===== src/rtl/bcp_pkg.sv =====
// Package: shared widths and the host register map for the message capture block.
// Assumes: host addresses are 4 bits; unlisted addresses read as zero.
package bcp_pkg;
    localparam int SUB_W  = 8;
    localparam int DATA_W = 8;
    localparam int TURN_W = 24;
    localparam int CNT_W  = 16;
    localparam int HAW    = 4;
    localparam int HDW    = 32;
    localparam int N_SEL  = 2;
    localparam int N_ERR  = 3;

    typedef enum logic [HAW-1:0] {
        RA_SEL_A  = 4'd0,
        RA_MASK_A = 4'd1,
        RA_SEL_B  = 4'd2,
        RA_MASK_B = 4'd3,
        RA_TURN   = 4'd4,
        RA_CNT_S  = 4'd5,
        RA_CNT_D  = 4'd6,
        RA_CNT_T  = 4'd7,
        RA_ACK    = 4'd8
    } reg_addr_e;
endpackage


===== src/rtl/bcp_sat_counter.sv =====
// Module: saturating event counter with synchronous clear.
// Assumes: clear has priority over increment; holds at all-ones.
module bcp_sat_counter #(
    parameter int W = 16
) (
    input  logic         clk,
    input  logic         rst_n,
    input  logic         inc,
    input  logic         clr,
    output logic [W-1:0] count
);
    localparam logic [W-1:0] TOP = '1;

    // Count events, stop at the top value, clear on request.
    always_ff @(posedge clk) begin
        if (!rst_n)
            count <= '0;
        else if (clr)
            count <= '0;
        else if (inc && count != TOP)
            count <= count + 1'b1;
    end

    a_r7_saturate: assert property (@(posedge clk) disable iff (!rst_n)
        (count == TOP && !clr) |=> count == TOP);
    a_r8_clear: assert property (@(posedge clk) disable iff (!rst_n)
        clr |=> count == '0);
endmodule


===== src/rtl/bcp_capture.sv =====
// Module: RAM write path, watch matching, interrupt and freeze.
// Assumes: the interrupt flag doubles as the write freeze; ack releases it.
module bcp_capture
    import bcp_pkg::*;
#(
    parameter int SW = SUB_W,
    parameter int DW = DATA_W,
    parameter int NS = N_SEL
) (
    input  logic                  clk,
    input  logic                  rst_n,
    input  logic                  msg_valid,
    input  logic [SW-1:0]         msg_sub,
    input  logic [DW-1:0]         msg_data,
    input  logic                  reject,
    input  logic [NS-1:0][SW-1:0] watch_sub,
    input  logic [NS-1:0][DW-1:0] watch_mask,
    input  logic                  ack,
    input  logic [SW-1:0]         ram_raddr,
    output logic [DW-1:0]         ram_rdata,
    output logic                  irq,
    output logic [SW-1:0]         trig_sub,
    output logic [DW-1:0]         trig_data
);
    localparam int DEPTH = 1 << SW;

    logic [DW-1:0] mem [DEPTH];
    logic [NS-1:0] hit_vec;
    logic          wr_en;
    logic          set_irq;

    // One match detector per watcher.
    for (genvar g = 0; g < NS; g++) begin : g_watch
        assign hit_vec[g] = (msg_sub == watch_sub[g]) && ((msg_data & watch_mask[g]) != '0);
    end

    assign wr_en   = msg_valid && !reject && !irq;
    assign set_irq = wr_en && (hit_vec != '0);

    // RAM write port: store accepted bytes at their sub-address.
    always_ff @(posedge clk) begin
        if (wr_en)
            mem[msg_sub] <= msg_data;
    end

    // RAM read port: registered host read.
    always_ff @(posedge clk) begin
        ram_rdata <= mem[ram_raddr];
    end

    // Interrupt and freeze flag: set on a match, cleared by ack.
    always_ff @(posedge clk) begin
        if (!rst_n)
            irq <= 1'b0;
        else
            irq <= set_irq | (irq & ~ack);
    end

    // Capture the message that raised the interrupt.
    always_ff @(posedge clk) begin
        if (!rst_n) begin
            trig_sub  <= '0;
            trig_data <= '0;
        end else if (set_irq) begin
            trig_sub  <= msg_sub;
            trig_data <= msg_data;
        end
    end

    a_r4_irq_on_match: assert property (@(posedge clk) disable iff (!rst_n)
        (msg_valid && !reject && !irq && (hit_vec != '0)) |=> irq);
    a_r5_hold_trigger: assert property (@(posedge clk) disable iff (!rst_n)
        (irq && !ack) |=> (irq && $stable(trig_sub) && $stable(trig_data)));
    a_r9_reject_no_irq: assert property (@(posedge clk) disable iff (!rst_n)
        (msg_valid && reject && !irq) |=> !irq);
    a_r11_ack_clears: assert property (@(posedge clk) disable iff (!rst_n)
        (ack && irq) |=> !irq);
endmodule


===== src/rtl/bcp_regs.sv =====
// Module: host register file, turn latch and registered read mux.
// Assumes: one access per cycle; counter writes only clear; ack is a read side effect.
module bcp_regs
    import bcp_pkg::*;
#(
    parameter int NS = N_SEL,
    parameter int NE = N_ERR
) (
    input  logic                     clk,
    input  logic                     rst_n,
    input  logic                     host_wr,
    input  logic                     host_rd,
    input  logic [HAW-1:0]           host_addr,
    input  logic [DATA_W-1:0]        host_wdata,
    output logic [HDW-1:0]           host_rdata,
    input  logic                     turn_tick,
    input  logic [TURN_W-1:0]        turn_count,
    input  logic [NE-1:0][CNT_W-1:0] err_count,
    input  logic [SUB_W-1:0]         trig_sub,
    input  logic [DATA_W-1:0]        trig_data,
    output logic [NS-1:0][SUB_W-1:0] watch_sub,
    output logic [NS-1:0][DATA_W-1:0] watch_mask,
    output logic [NE-1:0]            err_clr,
    output logic                     ack
);
    logic [TURN_W-1:0] turn_q;
    logic [HDW-1:0]    rd_mux;

    // Watch sub-address and mask registers, two addresses per watcher.
    for (genvar g = 0; g < NS; g++) begin : g_wreg
        localparam logic [HAW-1:0] A_SUB  = HAW'(2 * g);
        localparam logic [HAW-1:0] A_MASK = HAW'(2 * g + 1);
        always_ff @(posedge clk) begin
            if (!rst_n) begin
                watch_sub[g]  <= '0;
                watch_mask[g] <= '0;
            end else if (host_wr) begin
                if (host_addr == A_SUB)  watch_sub[g]  <= host_wdata;
                if (host_addr == A_MASK) watch_mask[g] <= host_wdata;
            end
        end
    end

    // Clear strobes for each error counter.
    for (genvar e = 0; e < NE; e++) begin : g_clr
        assign err_clr[e] = host_wr && (host_addr == HAW'(RA_CNT_S + e));
    end

    assign ack = host_rd && (host_addr == RA_ACK);

    // Latch the turn count at each turn marker.
    always_ff @(posedge clk) begin
        if (!rst_n)
            turn_q <= '0;
        else if (turn_tick)
            turn_q <= turn_count;
    end

    // Read data selection by address.
    always_comb begin
        rd_mux = '0;
        case (host_addr)
            RA_SEL_A:  rd_mux = HDW'(watch_sub[0]);
            RA_MASK_A: rd_mux = HDW'(watch_mask[0]);
            RA_SEL_B:  rd_mux = HDW'(watch_sub[1]);
            RA_MASK_B: rd_mux = HDW'(watch_mask[1]);
            RA_TURN:   rd_mux = HDW'(turn_q);
            RA_CNT_S:  rd_mux = HDW'(err_count[0]);
            RA_CNT_D:  rd_mux = HDW'(err_count[1]);
            RA_CNT_T:  rd_mux = HDW'(err_count[2]);
            RA_ACK:    rd_mux = HDW'({trig_sub, trig_data});
            default:   rd_mux = '0;
        endcase
    end

    // Register the read data for the host.
    always_ff @(posedge clk) begin
        if (!rst_n)
            host_rdata <= '0;
        else if (host_rd)
            host_rdata <= rd_mux;
    end

    a_r2_turn_latch: assert property (@(posedge clk) disable iff (!rst_n)
        turn_tick |=> turn_q == $past(turn_count));
    a_r2_turn_hold: assert property (@(posedge clk) disable iff (!rst_n)
        !turn_tick |=> $stable(turn_q));
endmodule


===== src/rtl/bcast_capture.sv =====
// Module: top of the broadcast message capture block.
// Assumes: messages arrive already decoded, with at most one per clock.
module bcast_capture
    import bcp_pkg::*;
(
    input  logic              clk,
    input  logic              rst_n,
    input  logic              msg_valid,
    input  logic [SUB_W-1:0]  msg_sub,
    input  logic [DATA_W-1:0] msg_data,
    input  logic              msg_sbe,
    input  logic              msg_dbe,
    input  logic              msg_txe,
    input  logic              turn_tick,
    input  logic [TURN_W-1:0] turn_count,
    input  logic              host_wr,
    input  logic              host_rd,
    input  logic [HAW-1:0]    host_addr,
    input  logic [DATA_W-1:0] host_wdata,
    output logic [HDW-1:0]    host_rdata,
    input  logic [SUB_W-1:0]  ram_raddr,
    output logic [DATA_W-1:0] ram_rdata,
    output logic              irq
);
    logic [N_SEL-1:0][SUB_W-1:0]  watch_sub;
    logic [N_SEL-1:0][DATA_W-1:0] watch_mask;
    logic [N_ERR-1:0][CNT_W-1:0]  err_count;
    logic [N_ERR-1:0]             err_clr;
    logic [N_ERR-1:0]             err_inc;
    logic [SUB_W-1:0]             trig_sub;
    logic [DATA_W-1:0]            trig_data;
    logic                         ack;

    assign err_inc = {N_ERR{msg_valid}} & {msg_txe, msg_dbe, msg_sbe};

    // One saturating counter per error kind.
    for (genvar e = 0; e < N_ERR; e++) begin : g_err
        bcp_sat_counter #(.W(CNT_W)) u_cnt (
            .clk   (clk),
            .rst_n (rst_n),
            .inc   (err_inc[e]),
            .clr   (err_clr[e]),
            .count (err_count[e])
        );
    end

    bcp_capture u_cap (
        .clk        (clk),
        .rst_n      (rst_n),
        .msg_valid  (msg_valid),
        .msg_sub    (msg_sub),
        .msg_data   (msg_data),
        .reject     (msg_dbe | msg_txe),
        .watch_sub  (watch_sub),
        .watch_mask (watch_mask),
        .ack        (ack),
        .ram_raddr  (ram_raddr),
        .ram_rdata  (ram_rdata),
        .irq        (irq),
        .trig_sub   (trig_sub),
        .trig_data  (trig_data)
    );

    bcp_regs u_regs (
        .clk        (clk),
        .rst_n      (rst_n),
        .host_wr    (host_wr),
        .host_rd    (host_rd),
        .host_addr  (host_addr),
        .host_wdata (host_wdata),
        .host_rdata (host_rdata),
        .turn_tick  (turn_tick),
        .turn_count (turn_count),
        .err_count  (err_count),
        .trig_sub   (trig_sub),
        .trig_data  (trig_data),
        .watch_sub  (watch_sub),
        .watch_mask (watch_mask),
        .err_clr    (err_clr),
        .ack        (ack)
    );

    a_r12_reset_quiet: assert property (@(posedge clk)
        !rst_n |=> !irq);
endmodule


===== config.mk =====
export PLATFORM = sky130hd
export DESIGN_NAME = bcast_capture
export DESIGN_NICKNAME = d
export VERILOG_FILES = /design/src/rtl/bcp_pkg.sv /design/src/rtl/bcp_sat_counter.sv /design/src/rtl/bcp_capture.sv /design/src/rtl/bcp_regs.sv /design/src/rtl/bcast_capture.sv
export SDC_FILE = /design/constraint.sdc
export NUM_CORES = 2
export LEC_CHECK = 0
export BUFFER_PORTS_ARGS = -buffer_cell sky130_fd_sc_hd__buf_2
export CAP_MARGIN = 30
export CELL_PAD_IN_SITES_DETAIL_PLACEMENT = 0
export CELL_PAD_IN_SITES_GLOBAL_PLACEMENT = 1
export CORE_MARGIN = 10
export CORE_UTILIZATION = 50
export CTS_BUF_LIST = sky130_fd_sc_hd__clkbuf_16
export DETAILED_ROUTE_END_ITERATION = 8
export PLACE_DENSITY_LB_ADDON = 0.1
export REMOVE_ABC_BUFFERS = 1
export SLEW_MARGIN = 20
export SYNTH_ARGS = -nofsm -noshare
export SYNTH_HDL_FRONTEND = slang
export SYNTH_SLANG_ARGS = --single-unit

===== constraint.sdc =====
create_clock -name clk -period 7.47 [get_ports clk]
set_clock_uncertainty 0.2 [all_clocks]
set_input_delay 1.1205 -clock clk [delete_from_list [all_inputs] [get_ports clk]]
set_output_delay 1.1205 -clock clk [all_outputs]
set_load 0.005 [all_outputs]

==> flow_summary.json <==
{
  "drive_above_1_share": 0.209,
  "grt_overflow": 0,
  "timing.rr.end": "u_cap.mem[83][3]$_DFFE_PP_",
  "r2r_start": "u_cap.irq$_SDFF_PN0_",
  "reg2reg_depth": 5,
  "postLayoutCellArea_sq_um": 97100,
  "status": "finished, final reports clean",
  "io_pins": 110,
  "leakage_nw": 30.7,
  "vias": 44600,
  "required_ns": 7.97,
  "seq_area_frac_synth": 0.745,
  "vias_per_cell": 6.19,
  "max_freq_ghz": 0.234,
  "finalNonFillerCells": 7213,
  "cp_slowest_cell": "a211oi_1",
  "n_antenna_cell": 0,
  "final_common_cell": "edfxtp_1",
  "cts_tree": "built",
  "power_density_nw_per_um2": 265,
  "hold_violations": 0,
  "r2r_setup_slack_ns": 3.96,
  "place_area_sq_um": 89700,
  "hp-start": "u_regs.host_rdata[19]$_SDFFE_PN0P_",
  "place_ws_ns": 2.21,
  "drt_iter0_drc": 5117,
  "min_period_ns": 4.28,
  "grt_usage": 0.234,
  "drc": 0,
  "wirelength_um": 225000,
  "hpwl_um": 137000,
  "synthCells": 4537,
  "cts_made_buffers": 222,
  "h-tree-depth": 4,
  "die_area_sq_um": 190000,
  "clock_latency_ns": 0.85,
  "synth_edf_count": 2048,
  "cts_resized": 0,
  "ys_warn_count": 0,
  "startpoint_type": "input port",
  "place_inst": 6784,
  "syn_area_sq_um": 86600,
  "layout.nets": 4788,
  "synthArstFlopShare": 0,
  "synth_flop_cell": "edfxtp_1",
  "worst_pin_slew_ns": 1.12,
  "hold_path.class": "flop to flop",
  "crit_type": "input port to flop",
  "crit_arrival_ns": 4.77,
  "synth.distinct_cells": 77,
  "final.setup.worst_slack_ns": 3.19,
  "ys_ff_latch": 2201,
  "synth_area_leader_cell": "edfxtp_1",
  "die-width_um": 436,
  "cts_setup_buffers": 0,
  "min_to": "u_regs.host_rdata[19]$_SDFFE_PN0P_",
  "setup-violations-final": 0,
  "grt_max_degree": 171,
  "gp_congestion": 0.811,
  "cts_sinks": 2201,
  "hold_buffers": 0,
  "period_share": 0.573,
  "die_h_um": 436,
  "slowest_delay_ns": 0.62,
  "cts_root_buffer": "clkbuf_16",
  "wl_per_cell_um": 31.2,
  "core-area_sq_um": 172000,
  "cp_cell_sequence": "buf_8, buf_12, buf_4, mux4_1, a22oi_1, a21oi_1, or2_2, a211oi_1, nor4_1",
  "start_util": 0.504,
  "grt_pass1_vias": 44900,
  "antenna_left": 0,
  "p_total_mw": 25.7,
  "grt_pass1_wl_um": 327000,
  "port-buffer-count": 101,
  "drv_cap": 0,
  "setup_tns_ns": 0,
  "hold_depth": 2,
  "drv_slew": 0,
  "crit_path_max_fanout": 61,
  "antenna_found_initial": 7,
  "synthTopCellsByArea": "edfxtp_1 (71%), mux4_2 (11%), dfxtp_1 (3.5%)",
  "rows": 152,
  "final_cell_mix": "edfxtp_1 (2048), mux4_2 (405), nor2_1 (330)",
  "synth_area_per_cell_sq_um": 19.1,
  "synth_top_area_share": 0.710,
  "cts_buffer_depth": 3,
  "cp-end-kind": "flop",
  "clk_pin_slew_ns": 0.06,
  "synthToLayoutAreaGrowth_pct": 12.1,
  "vdd_drop_max_mv": 0.264,
  "rsz0062_at_grt": "no",
  "maxSlewHeadroom": 0.255,
  "first_pass_iters": 6
}
## through the flow
stage          utilization  hold slack [ns]
2_1_floorplan            -            0.256
3_3_place_gp         0.520            0.265
3_5_place_dp         0.522            0.272
4_1_cts              0.563            0.256
5_1_grt              0.565            0.298
6_report             0.565            0.279
## layout make-up
| cell class | count | area (sq um) |
|---|---|---|
| Timing Repair Buffer | 238 | 1900 |
| Tap cell | 2310 | 2890 |
| Sequential cell | 2201 | 64600 |
| Clock buffer | 227 | 5680 |
| Multi-Input combinational cell | 2045 | 20500 |
| Fill cell | 13100 | 74800 |
| Inverter | 8 | 30.0 |
| Clock inverter | 184 | 1530 |
## flip-flops by register name (all words and copies together), names as in the netlist
signal and cells:
u_cap.mem 2048, g_err.u_cnt.count 48, u_regs.host_rdata 24, u_regs.turn_q 24, u_regs.watch_mask 16, u_regs.watch_sub 16
u_cap.ram_rdata 8, u_cap.trig_data 8, u_cap.trig_sub 8, u_cap.irq 1
## power by group
part / internal, mW / switching, mW / leakage (nW)
Sequential: 13.5 / 0.0340 / 19.6
Combinational: 0.411 / 0.812 / 7.40
Clock: 6.28 / 4.70 / 3.68
Total: 20.2 / 5.55 / 30.7
## worst max-delay path: cells and delay by family
kind                   cells  cell delay (ns)
AND/OR/NAND/NOR            2             0.49
AO/OA/AOI/OAI              3             1.04
buffers and inverters      3             1.26
multiplexers               1             0.58
## cells in the mapped netlist, drive strengths merged, types with 3 or more instances
master and count:
xor2 25, nand2b 18, o221ai 39, o21ai 35, nand2 97, or3 17
a211o 4, o21a 16, nand3 60, and3b 3, nor4 50, a21boi 19
and2 11, inv 8, o22ai 11, edfxtp 2048, ha 3, a222oi 9
and3 5, o21bai 3, nor3 14, dfxtp 153, xnor2 16, a22oi 213
clkbuf 125, o41ai 4, nor3b 5, a22o 7, a31oi 15, a221oi 23
nor2b 107, a21oi 136, and4 4, a221o 4, or2 6, mux4 438
buf 165, nor2 334, mux2i 205, nand3b 3, nand4 20, or4 3
a211oi 22, mux2 12
## how the worst max path moves through the flow
stage,startpoint,to,slack [ns],cells after the start
6_report,ram_raddr[0],u_cap.ram_rdata[7]$_DFF_P_,3.19,9
5_1_grt,ram_raddr[0],u_cap.ram_rdata[3]$_DFF_P_,3.04,9
4_1_cts,ram_raddr[0],u_cap.ram_rdata[3]$_DFF_P_,3.14,9
3_5_place_dp,ram_raddr[0],u_cap.ram_rdata[3]$_DFF_P_,2.21,9
3_3_place_gp,ram_raddr[0],u_cap.ram_rdata[3]$_DFF_P_,2.13,9
2_1_floorplan,msg_txe,u_cap.trig_data[0]$_SDFFE_PN0P_,2.90,4
## cells by family after synthesis
kind of cell	after synthesis	synth area share
other	1	0.0000433
adders and majority gates	3	0.000433
DFF	2201	0.745
muxes	655	0.141
and+or+nand+nor	764	0.0426
xor gates and xnor gates	41	0.00415
AOI/OAI and AO/OA	574	0.0466
buffers and inverters	298	0.0203
## routing by layer
metal  track usage  vias to the layer above  part of all wire
li1              -                    19000                 -
met1         0.340                    23700              0.43
met2         0.370                     1736              0.48
met3        0.0388                      277             0.069
met4        0.0572                        2             0.022
met5             0                        -          0.000031
Note: power is estimated with default switching activity, not from simulation.
